$ cat src/rtl/irqc_pkg.sv
package irqc_pkg;
  localparam int unsigned DATA_W  = 32;
  localparam int unsigned ADDR_W  = 4;
  localparam int unsigned NPH     = 3;
  localparam int unsigned NDET    = 8;
  localparam int unsigned DONE_BIT = 15;

  typedef enum logic [ADDR_W-1:0] {
    A_STAT0 = 4'd0,
    A_MASK0 = 4'd1,
    A_STAT1 = 4'd2,
    A_MASK1 = 4'd3,
    A_CMD   = 4'd4,
    A_DET   = 4'd5
  } reg_addr_e;

  // flag position that owns detail latch k
  function automatic int unsigned det_pos(input int unsigned k);
    case (k)
      0: det_pos = 6;
      1: det_pos = 7;
      2: det_pos = 8;
      3: det_pos = 16;
      4: det_pos = 17;
      5: det_pos = 18;
      6: det_pos = 23;
      default: det_pos = 24;
    endcase
  endfunction

  // 1 when detail latch k belongs to bank 1
  function automatic bit det_in_b1(input int unsigned k);
    det_in_b1 = (k >= 3);
  endfunction
endpackage

$ cat src/rtl/irqc_rst_seq.sv
module irqc_rst_seq #(
  parameter int unsigned CYC = 8
) (
  input  logic clk,
  input  logic rst,
  input  logic start_i,
  output logic busy_o,
  output logic done_o
);
  localparam int unsigned CW   = $clog2(CYC + 1);
  localparam logic [CW-1:0] LAST = CW'(CYC - 1);

  logic [CW-1:0] cnt_q;
  logic          busy_q;

  always_ff @(posedge clk) begin
    if (rst || start_i) begin
      busy_q <= 1'b1;
      cnt_q  <= '0;
    end else if (busy_q) begin
      if (cnt_q == LAST) busy_q <= 1'b0;
      else               cnt_q  <= cnt_q + 1'b1;
    end
  end

  assign busy_o = busy_q;
  assign done_o = busy_q && (cnt_q == LAST) && !start_i;

  AST_SEQ_ENDS_ON_DONE: assert property (@(posedge clk) disable iff (rst)
    $fell(busy_q) |-> $past(done_o));
endmodule

$ cat src/rtl/irqc_bank.sv
module irqc_bank #(
  parameter int unsigned W = 32,
  parameter logic [W-1:0] NM = '0
) (
  input  logic         clk,
  input  logic         rst,
  input  logic         init_i,
  input  logic [W-1:0] evt_i,
  input  logic [W-1:0] force_i,
  input  logic         clr_we_i,
  input  logic         mask_we_i,
  input  logic [W-1:0] wdata_i,
  output logic [W-1:0] status_q_o,
  output logic [W-1:0] status_d_o,
  output logic [W-1:0] mask_q_o,
  output logic         irq_n_o
);
  logic [W-1:0] status_q, status_d, mask_q, clr_vec;
  logic         irq_n_q;

  assign clr_vec  = clr_we_i ? wdata_i : '0;
  // the set path is ORed in last, so it wins over a clear in the same cycle
  assign status_d = init_i ? force_i
                           : ((status_q & ~clr_vec) | evt_i | force_i);

  always_ff @(posedge clk) begin
    if (rst) status_q <= '0;
    else     status_q <= status_d;
  end

  always_ff @(posedge clk) begin
    if (rst || init_i) mask_q <= '0;
    else if (mask_we_i) mask_q <= wdata_i & ~NM;
  end

  always_ff @(posedge clk) begin
    if (rst) irq_n_q <= 1'b1;
    else     irq_n_q <= ~|(status_q & (mask_q | NM));
  end

  assign status_q_o = status_q;
  assign status_d_o = status_d;
  assign mask_q_o   = mask_q;
  assign irq_n_o    = irq_n_q;

  AST_EVT_SETS_FLAG: assert property (@(posedge clk) disable iff (rst)
    (!init_i && |evt_i) |=> ((status_q & $past(evt_i)) == $past(evt_i)));
  AST_ONLY_W1C_CLEARS: assert property (@(posedge clk) disable iff (rst)
    (!init_i && !clr_we_i) |=> ((status_q & $past(status_q)) == $past(status_q)));
  AST_IRQ_NEEDS_FLAG: assert property (@(posedge clk) disable iff (rst)
    $fell(irq_n_q) |-> ($past(status_q) != '0));
endmodule

$ cat src/rtl/irqc_detail.sv
module irqc_detail #(
  parameter int unsigned NPH = 3
) (
  input  logic           clk,
  input  logic           rst,
  input  logic           flag_d_i,
  input  logic           flag_q_i,
  input  logic [NPH-1:0] ph_i,
  output logic [NPH-1:0] det_o
);
  logic [NPH-1:0] det_q;

  always_ff @(posedge clk) begin
    if (rst)           det_q <= '0;
    else if (flag_d_i) det_q <= det_q | ph_i;
    else               det_q <= '0;
  end

  assign det_o = det_q;

  AST_DET_EMPTY_WHEN_IDLE: assert property (@(posedge clk) disable iff (rst)
    !flag_q_i |-> (det_q == '0));
endmodule

$ cat src/rtl/irqc_top.sv
module irqc_top
  import irqc_pkg::*;
#(
  parameter int unsigned PRE_CYC = 8
) (
  input  logic                  clk,
  input  logic                  rst,
  input  logic [DATA_W-1:0]     evt0_i,
  input  logic [DATA_W-1:0]     evt1_i,
  input  logic [NDET*NPH-1:0]   ph_evt_i,
  input  logic [ADDR_W-1:0]     addr_i,
  input  logic                  wr_en_i,
  input  logic [DATA_W-1:0]     wr_data_i,
  input  logic                  rd_en_i,
  output logic [DATA_W-1:0]     rd_data_o,
  output logic                  irq0_n_o,
  output logic                  irq1_n_o
);
  localparam logic [DATA_W-1:0] NM1 = DATA_W'(1) << DONE_BIT;

  logic busy, done, sw_start;
  logic [DATA_W-1:0] st0_q, st0_d, mk0_q, st1_q, st1_d, mk1_q, force1;
  logic [NPH-1:0]    det_q [NDET];
  logic [DATA_W-1:0] rd_mux, rd_q;

  assign sw_start = wr_en_i && (addr_i == A_CMD) && wr_data_i[0];
  assign force1   = done ? NM1 : '0;

  irqc_rst_seq #(.CYC(PRE_CYC)) u_seq (
    .clk(clk), .rst(rst), .start_i(sw_start), .busy_o(busy), .done_o(done)
  );

  irqc_bank #(.W(DATA_W), .NM('0)) u_bank0 (
    .clk(clk), .rst(rst), .init_i(busy), .evt_i(evt0_i), .force_i('0),
    .clr_we_i(wr_en_i && !busy && (addr_i == A_STAT0)),
    .mask_we_i(wr_en_i && !busy && (addr_i == A_MASK0)),
    .wdata_i(wr_data_i), .status_q_o(st0_q), .status_d_o(st0_d),
    .mask_q_o(mk0_q), .irq_n_o(irq0_n_o)
  );

  irqc_bank #(.W(DATA_W), .NM(NM1)) u_bank1 (
    .clk(clk), .rst(rst), .init_i(busy), .evt_i(evt1_i & ~NM1), .force_i(force1),
    .clr_we_i(wr_en_i && !busy && (addr_i == A_STAT1)),
    .mask_we_i(wr_en_i && !busy && (addr_i == A_MASK1)),
    .wdata_i(wr_data_i), .status_q_o(st1_q), .status_d_o(st1_d),
    .mask_q_o(mk1_q), .irq_n_o(irq1_n_o)
  );

  for (genvar k = 0; k < NDET; k++) begin : g_det
    localparam int unsigned POS = det_pos(k);
    logic fd, fq;
    if (det_in_b1(k)) begin : g_b1
      assign fd = st1_d[POS];
      assign fq = st1_q[POS];
    end else begin : g_b0
      assign fd = st0_d[POS];
      assign fq = st0_q[POS];
    end
    irqc_detail #(.NPH(NPH)) u_det (
      .clk(clk), .rst(rst), .flag_d_i(fd), .flag_q_i(fq),
      .ph_i(ph_evt_i[k*NPH +: NPH]), .det_o(det_q[k])
    );
  end

  always_comb begin
    rd_mux = '0;
    case (addr_i)
      A_STAT0: rd_mux = st0_q;
      A_MASK0: rd_mux = mk0_q;
      A_STAT1: rd_mux = st1_q;
      A_MASK1: rd_mux = mk1_q;
      A_CMD:   rd_mux = {{(DATA_W-1){1'b0}}, busy};
      default: begin
        for (int k = 0; k < NDET; k++)
          if (addr_i == ADDR_W'(int'(A_DET) + k)) rd_mux = {{(DATA_W-NPH){1'b0}}, det_q[k]};
      end
    endcase
  end

  always_ff @(posedge clk) begin
    if (rst)          rd_q <= '0;
    else if (rd_en_i) rd_q <= rd_mux;
  end
  assign rd_data_o = rd_q;

  AST_DONE_FLAG_ON_EXIT: assert property (@(posedge clk) disable iff (rst)
    $fell(busy) |-> st1_q[DONE_BIT]);
  AST_MASKS_CLEAR_ON_EXIT: assert property (@(posedge clk) disable iff (rst)
    $fell(busy) |-> (mk0_q == '0 && mk1_q == '0));
  AST_SEQ_LEAVES_ONLY_DONE: assert property (@(posedge clk) disable iff (rst)
    $fell(busy) |-> (st0_q == '0 && st1_q == NM1));
endmodule

$ cat config.mk
export PLATFORM = sky130hd
export DESIGN_NAME = irqc_top
export DESIGN_NICKNAME = d
export VERILOG_FILES = /design/src/rtl/irqc_pkg.sv /design/src/rtl/irqc_rst_seq.sv /design/src/rtl/irqc_bank.sv /design/src/rtl/irqc_detail.sv /design/src/rtl/irqc_top.sv
export SDC_FILE = /design/constraint.sdc
export NUM_CORES = 1
export LEC_CHECK = 0
export BUFFER_PORTS_ARGS = -buffer_cell sky130_fd_sc_hd__buf_2
export CAP_MARGIN = 10
export CELL_PAD_IN_SITES_DETAIL_PLACEMENT = 1
export CELL_PAD_IN_SITES_GLOBAL_PLACEMENT = 1
export CORE_ASPECT_RATIO = 0.6
export CORE_MARGIN = 10
export CORE_UTILIZATION = 40
export DETAILED_ROUTE_END_ITERATION = 12
export PLACE_DENSITY_LB_ADDON = 0.1
export SYNTH_ARGS = -nofsm -noshare
export SYNTH_HDL_FRONTEND = slang
export SYNTH_SLANG_ARGS = --single-unit
$ cat constraint.sdc
create_clock -name clk -period 2 [get_ports clk]
set_input_delay 0.4 -clock clk [delete_from_list [all_inputs] [get_ports clk]]
set_output_delay 0.4 -clock clk [all_outputs]
set_load 0.05 [all_outputs]
Yosys cells after proc, flatten, opt, wreduce, memory -nomap -nowiden
Index checks and enable logic that the tools add are counted.

storage, ports and cells
  register bits after elaboration = 190
  input bits = 128
  logic and storage cells = 102

operators by class
  add/subtract/negate cells = 1
  equality and inequality tests = 13
  multiplexer cells = 16
  bitwise logic cells = 26
  reductions and logical operators = 28

operators by type and width
  cell                   count
  $mux W32               10
  $pmux W32 S5           1
  $and A32 B32 Y32       4
  $not A32 Y32           2
  $or A32 B32 Y32        2
  $reduce_or A32 Y1      2
  $or A32 B16 Y32        1
  $or A3 B3 Y3           8
  $eq A4 B3 Y1 const B   5
  $eq A4 B4 Y1 const B   5
  $reduce_or A2 Y1       9
  $mux W16               1
  $logic_and A1 B1 Y1    9
  $mux W9                1
  $not A1 Y1             9
  $eq A4 B2 Y1 const B   2
  $add A4 B1 Y4 const B  1
  $eq A4 B1 Y1 const B   1
  $logic_not A1 Y1       4
  $logic_not A4 Y1       1
  $mux W3                1
  $logic_or A1 B1 Y1     2
  $mux W1                2
  $reduce_and A2 Y1      1

Depth between registers and ports, before layout
Gate-level depths: netlist of the first run.

  word-level depth = 11
  mapped depth = 8
  gate-level depth less buffers = 5

Modules after synthesis
From an unflattened synthesis of the first run, not the netlist that was laid out.

unflattened totals
  cell total of the unflattened synthesis = 1019
  area total of the unflattened synthesis = 8958.6 um^2

modules (own cells, without submodules)
  module                times used  cells an instance  area each (um^2)
  irqc_bank at u_bank0  1           330                2921.6
  irqc_bank at u_bank1  1           296                2757.6
  irqc_top              1           287                2223.4
  irqc_detail           8           10                 103.8
  irqc_rst_seq          1           26                 225.2

Worst setup path after synthesis of the first run
Ideal clock, no wire load.

  path type = input to register
  from = input addr_i[1]
  to = register rd_q[0] (netlist: rd_data_o[0])
  library setup time = 130 ps
  arrival = 1596 ps
  slack = 273 ps
  cell stages on the path = 6
  path through = buf_2 -> buf_2 -> mux2_1 -> and3_1 -> a311oi_1 -> o211ai_1

on the way
  cells in the longest elaborated chain, start to end = 10

RTL lines
  what                    RTL line        source
  start, declared         irqc_top.sv:11  input logic [ADDR_W-1:0] addr_i,
  $eq A4 B3 Y1            irqc_top.sv:75  if (addr_i == ADDR_W'(int'(A_DET) + k)) rd_mux = {{(DATA_W-NPH){1'b0}}, det_q[k]};
  $mux W3                 irqc_top.sv:75
  $mux W32 (7 in series)  irqc_top.sv:75
  $pmux W32 S5 (*)        irqc_top.sv:67  case (addr_i)
  end signal, assigned    irqc_top.sv:82  else if (rd_en_i) rd_q <= rd_mux;
  end, declared           irqc_top.sv:24  logic [DATA_W-1:0] rd_mux, rd_q;

Every way passes the cells marked *; elsewhere a longest branch is shown, timed or not.
A chain may end at the register's enable or synchronous reset.

Worst setup path after layout of the first run
  from = register u_seq.busy_q (netlist: u_seq.busy_o)
  to = register u_bank0.mask_q[8] (netlist: u_bank0.mask_q_o[8])

on the way
  cells in the longest elaborated chain, start to end = 3

RTL lines
  what                               RTL line            source
  start, declared                    irqc_rst_seq.sv:14  logic busy_q;
  start signal, assigned             irqc_rst_seq.sv:18  busy_q <= 1'b1;
  start signal, assigned             irqc_rst_seq.sv:21  if (cnt_q == LAST) busy_q <= 1'b0;
  $logic_not A1 Y1                   irqc_top.sv:36      .mask_we_i(wr_en_i && !busy && (addr_i == A_MASK0)),
  $logic_and A1 B1 Y1 (2 in series)  irqc_top.sv:36
  end signal, assigned               irqc_bank.sv:33     else if (mask_we_i) mask_q <= wdata_i & ~NM;
  end, declared                      irqc_bank.sv:18     logic [W-1:0] status_q, status_d, mask_q, clr_vec;

Parallel ways exist; a longest one is shown, timed or not.

==> metrics.sh, run 1 <==
OUTCOME='complete, no violations'
POSTSYNTHNETCOUNT=1041
DESIGN.PORTCOUNT=162
CP_TOP_FAMILY='flip-flops'
CLOCK_INSERTION_DELAY_WORST_SKEW_PS=450
FINAL_DESIGN_AREA_NO_FILL_MM2=0.009804
FINALWORSTPATHREQUIREDPERIOD_PS=1756
WORSTPATHCELLLIST='nor2b_2 > buf_12 > nand2_1 > buf_4 > nand2_1 > a21oi_1'
DIE_HEIGHT_UM=128.3
TOTAL_POWER_DENSITY_PER_CELL_AREA_mW_PER_MM2=788.2
CLOCK_TREE.HTREE_LEVEL_COUNT=4
AREA.GROWTH.SYNTH_TO_FINAL_PCT=25.36
PLACEMENT.IO_BUFFERS=160
SYNTH.YOSYS.WARNINGS=0
POST_CTS_RESIZE_COUNT=0
POST_SYNTH_AND_OR_NAND_NOR_AREA_FRACTION=0.1793
FINALHOLDVIOLCOUNT=0
FIRST_GLOBAL_VIAS=7899
CRITICAL_PATH.STARTPOINT='u_seq.busy_o'
REGTOREGENDPOINT='u_bank0.mask_q_o[8]'
START_KIND='flip-flop'
CTS_HOLD_BUFFERS=0
POST-CTS-SETUP-BUFFERS=0
GRT_MAX_DEGREE=47
MOST_INSTANTIATED_FLIP_FLOP_CELL_IN_THE_SYNTHESIS_NETLIST='dfxtp_1'
PLACEABLE_AREA_MM2=0.01913
ASYNCSETRESETFLOPFRACSYNTH=0
MAX-VDD-IR-DROP_mV=0.6206
GLOBALROUTE.TOTALOVERFLOW=0
WORST-R2R-SETUP-SLACK_PS=240
CRITICAL-PATH-SLOWEST-CELL='dfxtp_1'
NUMBER_OF_NETS_IN_THE_LAYOUT=1203
VIA_COUNT=7734
SETUP_VIOLATIONS=0
CRITICAL-PATH-TOP-CELL-BY-COUNT='nand2_1'
POSTLAYOUTCOREUTIL=0.5126
SYNTH_ENABLE_FLOP_CELLS=0
YOSYS.AREA_SHARE.XOR_XNOR=0.002240
CRITICAL_PATH_CELL_COUNT=6
MAX_CAP_VIOLATIONS=0
DIE_AREA_MM2=0.02573
WL_PER_CELL_UM=23.78
CTS.REPORTEDPATHS.CLKPINSLEW_PS=80
SYN-CELL-AREA_MM2=0.007821
ALL_LAYER_GR_USAGE=0.2465
MIN_PATH_TYPE='in -> reg'
ANTENNADIODECOUNT=0
TOTALNEGATIVESETUPSLACK_PS=0
DIE_WIDTH_UM=200.5
WL_UM=32180
REMAINING_DRC_ERRORS=0
WORST_ENDPOINT_DATA_ARRIVAL_TIME_PS=2130
STD_CELL_ROWS=39
ANT_NETS=0
SYNTH-COMPOUND-AREA-SHARE=0.2640
SYNTH_TOP_FAMILY_BY_AREA='compound AO/OA/AOI/OAI gates'
CTS_TREE='yes'
WORST-ENDPOINT-REQUIRED_PS=2370
SYNTHMUXAREASHARE=0.01808
CLOCKROOTBUFFER='clkbuf_16'
SLOWEST_DELAY_PS=600
GP_CONGESTION=0.9063
CTS-ROOT-TO-SINK-BUFFERS=2
CRIT_BUF_INV=2
POWER.LEAKAGE_uW=0.003906
HPWLAFTERDP_UM=23250
FIN_CRIT_SH=0.8779
FIRST_PASS_ITERS=6
NUMCLOCKSINKS=190
WORST_HOLD_STARTPOINT='ph_evt_i[9]'
SYN-INSTANCE-COUNT=912
SYNTH.FF_LATCH_COUNT=190
CELL_AREA_AFTER_PLACEMENT_MM2=0.009221
ANTENNA_FOUND_INITIAL=0
FIN_HOLD_WS_PS=146.1
WORST-PATH-MAX-FANOUT=27
SETUP.WORST_PATH.END='u_bank0.mask_q_o[8]'
SYNTH_ADDER_AREA_SHARE=0.001600
CLOCK_SKEW_PS=15.19
WORST-SLEW-PIN-TRANSITION_PS=505.8
PATH_CLASS='reg -> reg'
SYNTH_SEQUENTIAL_AREA_RATIO=0.4863
TOTAL_POWER_uW=7728
SETUP_REPAIR_AFTER_GLOBAL_ROUTING_MISSED_ITS_MARGIN='no'
TOTAL_CTS_BUFFERS=17
RELSLEWSLACK=0.6625
SYN_AREA_PER_CELL_UM2=8.576
SYNTH_CELL_TYPES=53
REG2REGPATHDEPTH=6
DR.FIRST_ITER.DRC_COUNT=712
TIMING_MAX_TRANSITION_VIOLATIONS_FINAL=0
WORST_R2R_STARTPOINT='u_seq.busy_o'
CP_ENDPOINT_KIND='flip-flop'
VIAS_PER_CELL=5.716
GLOBAL_ROUTE_WIRE_LENGTH_BEFORE_REPAIR_UM=48980
HIGHEST_CLOCK_RATE_GHz=0.5695
INITIAL_UTIL=0.4089
DRIVE_ABOVE_1_SHARE=0.2346
stage by stage:
step | instances | worst slack (ps)
finish | 1353 | 244.2
CTS | 1353 | 287.3
floorplan | 912 | 273.4
global placement | 1321 | 75.89
global route | 1353 | 205.7
detailed placement | 1321 | 32.70
layout make-up:
class                   instances  area [um2]
multi-input cells             638        3681
repair buffers                207        1329
clock inverters                15       157.7
flip-flops and latches        190        3804
clock buffers                  17       425.4
inverters                      20       75.07
fillers                      2316        9324
well taps                     266       332.8
cell usage after synthesis (2+ instances only):
| master | instances | area (um2) |
|---|---|---|
| dfxtp_1 | 190 | 3804 |
| nand2_1 | 160 | 600.6 |
| a21oi_1 | 97 | 485.5 |
| nor2_1 | 91 | 341.6 |
| a22oi_1 | 78 | 585.6 |
| a22o_1 | 35 | 306.5 |
| nand3_1 | 34 | 170.2 |
| clkbuf_1 | 29 | 108.9 |
| buf_2 | 27 | 135.1 |
| a21boi_1 | 26 | 195.2 |
| o21a_1 | 26 | 195.2 |
| inv_1 | 20 | 75.07 |
| a31oi_1 | 10 | 62.56 |
| o21ai_1 | 10 | 50.05 |
| a221oi_1 | 6 | 52.55 |
| nand4_1 | 6 | 37.54 |
| nor2b_1 | 6 | 37.54 |
| buf_4 | 4 | 30.03 |
| mux2i_1 | 4 | 40.04 |
| nor3b_1 | 4 | 30.03 |
| and2_1 | 3 | 18.77 |
| mux4_2 | 3 | 67.56 |
| nand2b_1 | 3 | 18.77 |
| o211ai_1 | 3 | 22.52 |
| and3_1 | 2 | 12.51 |
| buf_1 | 2 | 7.510 |
| buf_6 | 2 | 22.52 |
| mux2_2 | 2 | 22.52 |
| nand3b_1 | 2 | 15.01 |
| o221ai_1 | 2 | 17.52 |
| o2bb2ai_1 | 2 | 17.52 |
| xor2_1 | 2 | 17.52 |
layout by cell type (no fill, tap or decap), drive strengths merged, types with 4 or more instances in the layout:
cell type,count
a22oi,78
a221oi,6
nor3b,5
clkbuf,17
clkinv,4
o21ai,11
nand2,160
nor2,91
buf,207
a21oi,97
nand3,34
a21boi,26
inv,26
a22o,35
nand4,6
a31oi,10
nor2b,6
o21a,26
dfxtp,190
mux2i,4
tightest hold or removal path: cells and delay by family:
kind,cells,cell delay [ps]
AND/OR/NAND/NOR,2,90
buffers and inverters,1,70
metal layers:
metal | GRT usage | wire, um
met5 | 0 | 0
met4 | 0.06250 | 485
met3 | 0.05098 | 2377
met2 | 0.3634 | 13590
met1 | 0.3580 | 15730
worst min path at each step:
stage                                    to  slack (ps)  depth (start not counted)
finish              g_det[3].u_det.det_o[0]         150                          3
global route        g_det[0].u_det.det_o[0]         150                          3
CTS                 g_det[3].u_det.det_o[0]         140                          3
detailed placement  g_det[3].u_det.det_o[1]         460                          2
global placement    g_det[0].u_det.det_o[0]         450                          2
floorplan           g_det[7].u_det.det_o[0]         430                          2
flip-flops by register name, summed over array words and instances (netlist names):
| register | cells |
|---|---|
| g_det.u_det.det_o | 24 |
| rd_data_o | 32 |
| u_bank0.irq_n_o | 1 |
| u_bank0.mask_q_o | 32 |
| u_bank0.status_q_o | 32 |
| u_bank1.irq_n_o | 1 |
| u_bank1.mask_q_o | 31 |
| u_bank1.status_q_o | 32 |
| u_seq.busy_o | 1 |
| u_seq.cnt_q | 4 |
kinds of logic (layout without fill, tap and decap cells):
group,count (synthesis),in the layout
and+or+nand+nor,321,321
AOI/OAI and AO/OA,304,304
DFF,190,190
buffers and inverters,84,259
muxes,10,10
xor gates and xnor gates,2,2
adders and majority gates,1,1
power by group:
group          internal (uW)  total, uW  switching (uW)
combinational            175        428             253
sequential              3790       3810            12.9
clock                   1860       3490            1630
Note: power is estimated with default switching activity, not from simulation.
==> inputs of run 2 (changes only) <==
--- a/config.mk
+++ b/config.mk
@@ -13,7 +13,8 @@
 export CORE_MARGIN = 10
 export CORE_UTILIZATION = 40
 export DETAILED_ROUTE_END_ITERATION = 12
-export PLACE_DENSITY_LB_ADDON = 0.1
+export PLACE_DENSITY_LB_ADDON = 0.12
+export SLEW_MARGIN = 0
 export SYNTH_ARGS = -nofsm -noshare
 export SYNTH_HDL_FRONTEND = slang
 export SYNTH_SLANG_ARGS = --single-unit
==> run 2 against run 1 <==
Flip-flop and latch count unchanged. Design area decreased by 1.1%. Register-to-register slack improved by 50 ps. Clock-buffer cell count increased by 4. Critical endpoint is now g_det[0].u_det.det_o[2]. Largest power group unchanged. Global-route usage decreased by 0.79 points. Maximum frequency increased by 3.0%. Clock power decreased by 5%. Routed wire length decreased by 3.3%. Highest routed layer unchanged. Combinational power decreased by 4%. Hold slack improved by 10 ps. Power decreased by 2.3%. Final cell count decreased by 0.59%.
==> metrics.sh, run 2 (synthesized netlist as in run 1, its figures left out) <==
OUTCOME='complete, no violations'
TOTAL_CTS_BUFFERS=17
CTS.REPORTEDPATHS.CLKPINSLEW_PS=80
ALL_LAYER_GR_USAGE=0.2386
REMAINING_DRC_ERRORS=0
WL_PER_CELL_UM=23.14
WORST-R2R-SETUP-SLACK_PS=300
CELL_AREA_AFTER_PLACEMENT_MM2=0.009136
AREA.GROWTH.SYNTH_TO_FINAL_PCT=24.01
RELSLEWSLACK=0.6859
GP_CONGESTION=0.8995
CP_ENDPOINT_KIND='flip-flop'
FIRST_PASS_ITERS=5
TIMING_MAX_TRANSITION_VIOLATIONS_FINAL=0
POST-CTS-SETUP-BUFFERS=0
WORST-SLEW-PIN-TRANSITION_PS=468.1
FINALWORSTPATHREQUIREDPERIOD_PS=1704
MOST-COMMON-LAYOUT-CELLS='dfxtp_1 (190), nand2_1 (160), buf_2 (160), a21oi_1 (97), nor2_1 (89)'
POST_CTS_RESIZE_COUNT=0
PLACEABLE_AREA_MM2=0.01913
ANTENNADIODECOUNT=0
SETUP.WORST_PATH.END='g_det[0].u_det.det_o[2]'
VIA_COUNT=7627
VIAS_PER_CELL=5.671
FINALHOLDVIOLCOUNT=0
CLOCK_INSERTION_DELAY_WORST_SKEW_PS=450
INITIAL_UTIL=0.4089
LAYOUT.CELLS.MOST_COMMON='dfxtp_1'
DESIGN.PORTCOUNT=162
REGTOREGENDPOINT='g_det[0].u_det.det_o[2]'
FIN_CRIT_SH=0.8520
DRIVE_ABOVE_1_SHARE=0.2261
CRITICAL-PATH-SLOWEST-CELL='dfxtp_1'
PLACEMENT.IO_BUFFERS=160
PATH_CLASS='reg -> reg'
CTS_TREE='yes'
MAX-VDD-IR-DROP_mV=0.5772
STD_CELL_ROWS=39
TOTAL_POWER_DENSITY_PER_CELL_AREA_mW_PER_MM2=778.6
GLOBAL_ROUTE_WIRE_LENGTH_BEFORE_REPAIR_UM=47260
HIGHEST_CLOCK_RATE_GHz=0.5869
HPWLAFTERDP_UM=22720
WL_UM=31120
ANT_NETS=0
DR.FIRST_ITER.DRC_COUNT=681
TOTALNEGATIVESETUPSLACK_PS=0
WORSTPATHCELLLIST='nor2b_2 > buf_12 > a31oi_1 > o21ai_1 > nor2_1'
DIE_WIDTH_UM=200.5
SETUP_VIOLATIONS=0
POWER.LEAKAGE_uW=0.003843
MAX_CAP_VIOLATIONS=0
START_KIND='flip-flop'
DIE_HEIGHT_UM=128.3
CLOCK_TREE.HTREE_LEVEL_COUNT=4
GLOBALROUTE.TOTALOVERFLOW=0
NUMBER_OF_NETS_IN_THE_LAYOUT=1195
WORST-PATH-MAX-FANOUT=17
CLOCKROOTBUFFER='clkbuf_16'
SETUP_REPAIR_AFTER_GLOBAL_ROUTING_MISSED_ITS_MARGIN='no'
TOTAL_POWER_uW=7552
MIN_PATH_TYPE='in -> reg'
FIRST_GLOBAL_VIAS=7750
ANTENNA_FOUND_INITIAL=0
GRT_MAX_DEGREE=93
DIE_AREA_MM2=0.02573
CRITICAL_PATH.STARTPOINT='u_seq.busy_o'
NUMCLOCKSINKS=190
REG2REGPATHDEPTH=5
CTS-ROOT-TO-SINK-BUFFERS=2
SLOWEST_DELAY_PS=450
CTS_HOLD_BUFFERS=0
WORST_ENDPOINT_DATA_ARRIVAL_TIME_PS=2030
FINAL_DESIGN_AREA_NO_FILL_MM2=0.009699
CLOCK_SKEW_PS=10.38
WORST_R2R_STARTPOINT='u_seq.busy_o'
POSTLAYOUTCOREUTIL=0.5071
WORST-ENDPOINT-REQUIRED_PS=2330
[run 2: how the worst min path moves through the flow]
| stage | slack [ps] | cells after the start | start | end |
|---|---|---|---|---|
| 2_1_floorplan | 430 | 2 | g_det[7].u_det.det_o[0] | g_det[7].u_det.det_o[0] |
| 3_3_place_gp | 450 | 2 | g_det[5].u_det.det_o[2] | g_det[5].u_det.det_o[2] |
| 3_5_place_dp | 460 | 2 | g_det[0].u_det.det_o[1] | g_det[0].u_det.det_o[1] |
| 4_1_cts | 140 | 3 | ph_evt_i[8] | g_det[2].u_det.det_o[2] |
| 5_1_grt | 140 | 2 | evt1_i[19] | u_bank1.status_q_o[19] |
| 6_report | 160 | 3 | ph_evt_i[9] | g_det[3].u_det.det_o[0] |
[run 2: power by group]
part | switching (uW) | internal, uW | leakage [uW]
registers | 12.3 | 3790 | 0.00153
logic | 242 | 170 | 0.00205
clock network | 1570 | 1770 | 0.000265
total | 1820 | 5730 | 0.00384
[run 2: worst max-delay path, delay by kind of cell (launching register included)]
family | cells | cell delay, ps
buf+inv | 1 | 240
compound gates | 2 | 370
flops | 1 | 450
simple gates | 2 | 530
[run 2: stage by stage]
stage / std cells / worst slack (ps) / hold slack [ps]
final: 1345 / 296.1 / 156.3
after global placement: 1313 / 92.02 / 446.6
after global routing: 1345 / 142.9 / 143.0
after detailed placement: 1313 / 53.98 / 462.2
after CTS: 1345 / 313.2 / 143.5
after floorplan: 912 / 273.4 / 429.2
[run 2: layout make-up]
class	instances	area, um2
timing repair buffer	199	1244
inverter	20	75.07
fill	2315	9429
multi-input combinational	638	3681
clock buffer	21	450.4
tap	266	332.8
sequential	190	3804
clock inverter	11	112.6
[run 2: per-layer routing]
layer,share of wire,up-vias,routed length [um],GRT usage
met2,0.43,273,13280,0.3549
met1,0.48,3777,15070,0.3375
met5,0,-,0,0
met4,0.0092,0,287,0.04654
met3,0.080,21,2484,0.06764
li1,-,3556,-,-
==> inputs of run 3 (changes only) <==
--- a/config.mk
+++ b/config.mk
@@ -14,6 +14,7 @@
 export CORE_UTILIZATION = 40
 export DETAILED_ROUTE_END_ITERATION = 12
 export PLACE_DENSITY_LB_ADDON = 0.12
+export SETUP_SLACK_MARGIN = 0.5
 export SLEW_MARGIN = 0
 export SYNTH_ARGS = -nofsm -noshare
 export SYNTH_HDL_FRONTEND = slang
==> constraint.sdc (replaced) <==
create_clock -name clk -period 2 [get_ports clk]
set_input_delay 0 -clock clk [delete_from_list [all_inputs] [get_ports clk]]
set_output_delay 0 -clock clk [all_outputs]
set_load 0.05 [all_outputs]
==> run 3 against run 2 <==
Global-route usage up 3.3 points. Combinational power grew 49%. Clock-buffer cell count is 1 lower. First-iteration DRC count grew 24%. Die area unchanged. Sequential share of layout area down 5.2 points. Maximum frequency increased by 9.1%. Final cell count grew 9.6%. Clock power up 8.4%. Utilization grew 7.8 points. Power increased by 6.4%. Largest cell class unchanged.
==> metrics.sh, run 3 (synthesized netlist as in run 1, its figures left out) <==
TOTAL_CTS_BUFFERS=17
OUTCOME='complete, no violations'
FINALHOLDVIOLCOUNT=0
DESIGN.PORTCOUNT=162
CLOCK_SKEW_PS=13.75
SETUP_VIOLATIONS=0
CLOCKROOTBUFFER='clkbuf_16'
NUMCLOCKSINKS=190
ANT_NETS=0
CLOCK_TREE.HTREE_LEVEL_COUNT=4
ANTENNA_FOUND_INITIAL=1
GLOBAL_ROUTE_WIRE_LENGTH_BEFORE_REPAIR_UM=54260
REGAREA_MM2=0.003807
WORST-ENDPOINT-REQUIRED_PS=2340
LAYOUT.CELLS.MOST_COMMON='dfxtp_1'
RELSLEWSLACK=0.6558
USE_MET1=0.3588
WORST-PATH-MAX-FANOUT=10
DIE_AREA_MM2=0.02573
CTS-ROOT-TO-SINK-BUFFERS=2
DIE_WIDTH_UM=200.5
MOST-COMMON-LAYOUT-CELLS='dfxtp_1 (189), nand2_1 (160), buf_2 (160), dlygate4sd3_1 (121), a21oi_1 (97)'
FIRST_GLOBAL_VIAS=8797
GRT_MOST_USED_LAYER='met2'
SLOWEST_DELAY_PS=370
FIN_CRIT_SH=0.7807
HPWLAFTERDP_UM=23200
WL_PER_CELL_UM=24.63
CTS_TREE='yes'
VIAS_PER_CELL=5.768
STD_CELL_ROWS=39
CELL_AREA_AFTER_PLACEMENT_MM2=0.009106
HIGHEST_CLOCK_RATE_GHz=0.6405
TOTAL_POWER_DENSITY_PER_CELL_AREA_mW_PER_MM2=717.8
WORST-SLEW-PIN-TRANSITION_PS=516.3
SETUP_REPAIR_AFTER_GLOBAL_ROUTING_MISSED_ITS_MARGIN='yes'
TIMING_MAX_TRANSITION_VIOLATIONS_FINAL=0
POWER.LEAKAGE_uW=0.004460
DR.FIRST_ITER.DRC_COUNT=844
DRIVE_ABOVE_1_SHARE=0.2303
START_KIND='flip-flop'
GROUTE.LAYER.MET2.USAGE=0.4266
WORST_ENDPOINT_DATA_ARRIVAL_TIME_PS=1900
MIN_PATH_TYPE='in -> reg'
WL_UM=36310
INITIAL_UTIL=0.4089
FINALWORSTPATHREQUIREDPERIOD_PS=1561
GLOBALROUTE.TOTALOVERFLOW=0
AREA.GROWTH.SYNTH_TO_FINAL_PCT=43.08
MULTIINPUTGATEAREA_MM2=0.003806
CRITICAL-PATH-SLOWEST-CELL='dfxtp_4'
FILLERS=2241
FINAL_DESIGN_AREA_NO_FILL_MM2=0.01119
PLACEMENT.IO_BUFFERS=160
CTS.REPORTEDPATHS.CLKPINSLEW_PS=70
MAX_CAP_VIOLATIONS=0
ALL_LAYER_GR_USAGE=0.2713
MAX-VDD-IR-DROP_mV=0.6378
NUMBER_OF_NETS_IN_THE_LAYOUT=1323
TOTALNEGATIVESETUPSLACK_PS=0
CP_ENDPOINT_KIND='flip-flop'
DIE_HEIGHT_UM=128.3
WORSTPATHCELLLIST='nor4b_4 > buf_6 > and2_4 > buf_12 > a21boi_1 > o21a_1'
GRT.MET3_USAGE=0.08329
GP_CONGESTION=0.9358
GRT_MAX_DEGREE=36
PATH_CLASS='reg -> reg'
FIRST_PASS_ITERS=5
CLOCK_INSERTION_DELAY_WORST_SKEW_PS=450
VIA_COUNT=8502
PLACEABLE_AREA_MM2=0.01913
REMAINING_DRC_ERRORS=0
[run 3: path summary, 6_finish.rpt]
kind	startpoint	to	slack [ps]	cells past startpoint
worst max register to register	u_seq.busy_o	u_bank1.status_q_o[2]	440	6
worst min register to register	g_det[5].u_det.det_o[2]	g_det[5].u_det.det_o[2]	470	2
worst min-delay path	wr_en_i	u_seq.cnt_q[1]	120	3
worst max-delay path	u_seq.busy_o	u_bank1.status_q_o[2]	440	6
[run 3: area by class of cell]
type | count | area share
Antenna cell | 1 | 0.0002236
Clock buffer | 20 | 0.03992
Clock inverter | 12 | 0.01431
Inverter | 20 | 0.006708
Multi-Input combinational cell | 638 | 0.3401
Sequential cell | 190 | 0.3402
Tap cell | 266 | 0.02974
Timing Repair Buffer | 327 | 0.2288
[run 3: through the flow]
step / setup WS [ps] / std cells / utilization / hold WS [ps] / total power, uW
floorplan: 492.0 / 912 / - / 95.61 / 4038
global placement: 329.3 / 1314 / 0.4761 / 202.7 / 4287
detailed placement: 289.7 / 1314 / 0.4761 / 212.6 / 4291
CTS: 492.9 / 1471 / 0.5762 / 93.18 / 8024
global route: 418.5 / 1474 / 0.5850 / 135.8 / 8265
finish: 438.6 / 1474 / 0.5850 / 122.4 / 8032
[run 3: critical path, delay by kind of cell, from the launching register on]
family / cells / cell delay, ps
buffers and inverters: 2 / 330
flip-flops: 1 / 370
AO/OA/AOI/OAI: 2 / 260
AND/OR/NAND/NOR: 2 / 490
[run 3: repair_timing]
action                                  in CTS  in global routing
pin swaps                                    1                  8
endpoints found under the setup margin     115                 79
cloned                                       1                  2
hold buffers                               121                  0
buffers inserted                             3                  0
hold endpoints to repair                   154                  0
gates resized for setup                     10                 28
[run 3: layer usage]
metal  part of all wire  up-vias
met5                  0        -
met4              0.016        0
met3              0.095       60
met2               0.45      407
met1               0.44     4226
li1                   -     3809
[run 3: report_power, final]
group	switching (uW)	leakage [uW]	total (uW)	internal, uW
Sequential	13.5	0.00153	3800	3790
Clock	1600	0.000295	3610	2010
Combinational	297	0.00263	615	319
Total	1910	0.00446	8030	6130
